$ cat config.mk
export PLATFORM = sky130hd
export DESIGN_NAME = frame_sync_gen
export DESIGN_NICKNAME = d
export VERILOG_FILES = /design/src/rtl/frame_sync_pkg.sv /design/src/rtl/frame_sync_mode.sv /design/src/rtl/frame_sync_stage.sv /design/src/rtl/frame_sync_gen.sv
export SDC_FILE = /design/constraint.sdc
export NUM_CORES = 1
export LEC_CHECK = 0
export ABC_AREA = 0
export CORE_AREA = 3 3 40 42
export DETAILED_ROUTE_END_ITERATION = 10
export DIE_AREA = 0 0 43 45
export DONT_BUFFER_PORTS = 1
export PLACE_DENSITY_LB_ADDON = 0.12
export SLEW_MARGIN = 25
export SYNTH_ARGS = -nofsm -noshare
export SYNTH_HDL_FRONTEND = slang
export SYNTH_SLANG_ARGS = --single-unit
$ cat constraint.sdc
create_clock -name clk_i -period 0.9 [get_ports clk_i]
set_input_delay 0.18 -clock clk_i [delete_from_list [all_inputs] [get_ports clk_i]]
set_output_delay 0.18 -clock clk_i [all_outputs]
set_load 0.05 [all_outputs]
$ cat src/rtl/frame_sync_pkg.sv
package frame_sync_pkg;

    typedef enum logic {
        MODE_LOAD  = 1'b0,
        MODE_SHIFT = 1'b1
    } mode_e;

endpackage

$ cat src/rtl/frame_sync_mode.sv
module frame_sync_mode
    import frame_sync_pkg::*;
(
    input  logic  out_bit_i,
    output mode_e mode_o
);

    always_comb begin
        unique case (out_bit_i)
            1'b0:    mode_o = MODE_LOAD;
            1'b1:    mode_o = MODE_SHIFT;
            default: mode_o = MODE_LOAD;
        endcase
    end

endmodule

$ cat src/rtl/frame_sync_stage.sv
module frame_sync_stage
    import frame_sync_pkg::*;
#(
    parameter logic LOAD_BIT = 1'b1
) (
    input  logic  clk_i,
    input  logic  rst_i,
    input  logic  seed_bit_i,
    input  mode_e mode_i,
    input  logic  shift_in_i,
    output logic  q_o
);

    logic q_r;

    always_ff @(posedge clk_i) begin
        if (rst_i) begin
            q_r <= seed_bit_i;
        end else begin
            unique case (mode_i)
                MODE_LOAD:  q_r <= LOAD_BIT;
                MODE_SHIFT: q_r <= shift_in_i;
                default:    q_r <= LOAD_BIT;
            endcase
        end
    end

    always_comb begin
        q_o = q_r;
    end

endmodule

$ cat src/rtl/frame_sync_gen.sv
module frame_sync_gen
    import frame_sync_pkg::*;
#(
    parameter int WIDTH = 8
) (
    input  logic             clk_i,
    input  logic             rst_i,
    input  logic [WIDTH-1:0] seed_i,
    output logic             frame_o
);

    localparam logic [WIDTH-1:0] LOAD_PAT = {1'b0, {(WIDTH-1){1'b1}}};
    localparam int               RUN_W    = $clog2(WIDTH + 1) + 1;

    logic [WIDTH-1:0] stage_q;
    mode_e            mode;

    frame_sync_mode u_mode (
        .out_bit_i (stage_q[0]),
        .mode_o    (mode)
    );

    for (genvar i = 0; i < WIDTH; i++) begin : g_stage
        logic shift_in;
        if (i == WIDTH - 1) begin : g_top
            assign shift_in = 1'b0;
        end else begin : g_mid
            assign shift_in = stage_q[i+1];
        end
        frame_sync_stage #(
            .LOAD_BIT (LOAD_PAT[i])
        ) u_stage (
            .clk_i      (clk_i),
            .rst_i      (rst_i),
            .seed_bit_i (seed_i[i]),
            .mode_i     (mode),
            .shift_in_i (shift_in),
            .q_o        (stage_q[i])
        );
    end

    assign frame_o = stage_q[0];

    // Observation state for the assertions
    logic [RUN_W-1:0] hi_run;
    logic             seen_low;

    always_ff @(posedge clk_i) begin
        if (rst_i) begin
            hi_run   <= '0;
            seen_low <= 1'b0;
        end else begin
            seen_low <= seen_low | ~frame_o;
            if (!frame_o)
                hi_run <= '0;
            else if (hi_run <= RUN_W'(WIDTH))
                hi_run <= hi_run + 1'b1;
        end
    end

    // a low output is followed by a high one
    p_load_after_low_r1: assert property (@(posedge clk_i) disable iff (rst_i)
        !frame_o |=> frame_o);

    // steady period after the first low
    p_period_low_r2: assert property (@(posedge clk_i) disable iff (rst_i)
        (seen_low && !frame_o) |-> (hi_run == RUN_W'(WIDTH - 1)));
    p_period_high_r2: assert property (@(posedge clk_i) disable iff (rst_i)
        (seen_low && hi_run < RUN_W'(WIDTH - 1)) |-> frame_o);

    // high run never exceeds WIDTH
    p_high_run_r3: assert property (@(posedge clk_i) disable iff (rst_i)
        (hi_run == RUN_W'(WIDTH)) |-> !frame_o);

    // released reset shows seed bit 0
    p_reset_seed_r4: assert property (@(posedge clk_i)
        ($past(rst_i) && !rst_i) |-> (frame_o == $past(seed_i[0])));

endmodule

==> flow_metrics.py <==
metrics = {
    "logic_synthesis": {
        "syn_inst": 26,
        "synth_area_per_cell_sq_um": 10.8,
        "synth.distinct_cells": 9,
        "synth_area_sq_um": 282,
        "ys_seq_elements": 8,
        "ys_seq_area_share_pct": 56.9,
        "synth_nets": 36,
        "yosysWarnings": 0,
    },
    "worst_setup_path": {
        "crit_chain": "buf_8",
        "endpoint_kind": "output pin",
        "critical_path_buf_inv_count": 1,
        "crit_arrival_ps": 740,
        "criticalPathCategory": "reg2out",
        "worst_path_max_delay_cell": "dfxtp_4",
        "slowest_delay_ps": 350,
        "worstPathMaxFanout": 2,
        "critPathLaunchType": "flop",
        "crit_required_ps": 720,
        "cp_top_family": "flip-flops",
    },
    "timing": {
        "fmax_ghz": 1.09,
        "setup_violations": 1,
        "slew_viol_final": 0,
        "setup_ws_ps": -19.2,
        "worst_pin_slew_ps": 106,
        "min_period_over_period_pct": 102,
        "setup_tns_ps": -19.2,
        "skew_ps": 2.52,
        "whs_ps": 15.2,
        "slew_headroom_pct": 92.9,
        "period_needed_ps": 919,
        "rsz0062_at_grt": "true",
        "final_hold_viol_count": 0,
    },
    "routing": {
        "drc": 0,
        "drtPass1Iterations": 1,
        "avgRoutedWirePerCell_um": 10.8,
        "viasPerCell": 4.02,
        "drt_wl_total_um": 495,
        "drt_first_iter_violations": 0,
        "detail-route-antenna-nets": 0,
        "vias": 185,
    },
    "layout": {
        "syn_to_final_growth_pct": 23.6,
        "utilization_pct": 27.1,
        "fin_nets": 43,
        "drive_above_1_share_pct": 22.6,
        "largest_register_ffs": 8,
        "nFillCells": 137,
        "antenna_cells": 0,
    },
    "floorplanning": {
        "die_h_um": 45,
        "row_count": 13,
        "die_x_um": 43,
        "io_pins": 11,
        "fp.coreArea_sq_um": 1280,
        "start_util_pct": 21.9,
        "dieArea_sq_um": 1940,
    },
    "pwr": {
        "comb_power_share_pct": 12.3,
        "p_per_area_nw_per_um2": 2150,
        "leakagePower_nw": 0.165,
        "switchingPower_uw": 154,
        "seqPwrFrac_pct": 53.1,
        "power.total_uw": 747,
        "peakVddDrop_uv": 1010,
        "swShare_pct": 20.6,
        "clock_power_share_pct": 34.6,
        "p_int_uw": 593,
    },
    "clock_tree": {
        "numClockSinks": 8,
        "cts_tree": "built",
        "htreeDepth": 1,
        "numCtsBuffers": 3,
        "cts_root_buffer": "clkbuf_4",
        "clk_pin_slew_ps": 50,
        "cts_buffer_depth": 2,
        "clock_latency_ps": 250,
    },
    "place": {
        "gp_congestion": 0.567,
        "io_buffers": 0,
        "dpl.hpwl_um": 350,
    },
    "global_routing": {
        "grt_pass1_wl_um": 869,
        "grt_use_total_pct": 6.93,
        "grt_pass1_vias": 186,
        "grt_max_degree": 11,
        "antenna_found_initial": 0,
        "gr-total-overflow": 0,
    },
    "hold_path": {
        "hp-class": "in2reg",
    },
    "run_status": {
        "status": "complete, but fails checks",
        "violations": "negative setup slack",
    },
    "job": {
        "maxCapViolCount": 0,
    },
}
## metal layers
layer  track usage, %  vias to the layer above  wire (um)  part of all wire (%)
met1             6.07                       81        192                    39
met4             3.61                        0          0                     0
met3             7.97                        0         62                    13
met5                0                        -          0                     0
met2             9.58                       10        240                    48
li1                 -                       94          -                     -
## power by group through the flow
stage	logic (mW)	registers, mW	clock network, mW
final	0.0918	0.397	0.258
after CTS	0.0898	0.397	0.280
after global placement	0.0753	0.406	0
after floorplan	0.0566	0.418	0
after detailed placement	0.0754	0.406	0
after global routing	0.0999	0.399	0.312
## logic make-up after synthesis
| kind of cell | count (synthesis) | synth area share, % |
|---|---|---|
| flip-flops | 8 | 56.9 |
| AO/OA/AOI/OAI | 7 | 20.4 |
| buffers and inverters | 7 | 12.0 |
| AND/OR/NAND/NOR | 4 | 10.7 |
## synthesized netlist by cell type
master,n,area share [%]
a21oi_1,1,1.8
and2_1,1,2.2
inv_1,6,8.0
a2bb2oi_1,6,19
nor2_1,1,1.3
nor2b_1,1,2.2
buf_6,1,4.0
dfxtp_1,8,57
nand2b_4,1,4.9
## placed cells by master (no fill, tap or decap)
cell type      count
a21oi_1            1
a2bb2oi_1          6
and2_1             1
buf_4              1
buf_8              1
clkbuf_4           3
dfxtp_1            7
dfxtp_4            1
dlygate4sd3_1      1
inv_1              6
nand2b_4           1
nor2_1             1
nor2b_1            1
## cell type report
cell class,count,area [sq um],share of cell area [%]
clock buffers,3,22.5,6.47
inverters,6,22.5,6.47
multi-input cells,11,87.6,25.2
flip-flops and latches,8,164,47.1
well taps,15,18.8,5.40
repair buffers,3,32.5,9.35
## final timing paths
check / from / to / slack [ps] / cells past startpoint
min reg2reg: g_stage[6].u_stage.q_o$_DFF_P_ / g_stage[5].u_stage.q_o$_DFF_P_ / 460 / 1
max: g_stage[0].u_stage.q_o$_DFF_P_ / frame_o / -20 / 1
min: rst_i / g_stage[0].u_stage.q_o$_DFF_P_ / 20 / 1
max reg2reg: g_stage[0].u_stage.q_o$_DFF_P_ / g_stage[5].u_stage.q_o$_DFF_P_ / 100 / 3
## metrics by stage
stage / setup slack (ps) / instances / area [sq um]
CTS: -33.4 / 45 / 338
global route: -57.3 / 46 / 348
finish: -19.2 / 46 / 348
floorplan: 45.6 / 26 / 283
global placement: 182 / 41 / 298
detailed placement: 169 / 41 / 298
## what timing repair did
| action | in CTS | in global routing |
|---|---|---|
| hold buffers | 0 | 1 |
| hold endpoints to repair | 0 | 1 |
| gates cloned | 0 | 0 |
| endpoints found under the setup margin | 1 | 1 |
| pin swaps | 0 | 0 |
| setup buffers | 1 | 0 |
| resized for setup | 3 | 0 |
(Power assumes the default switching activity.)
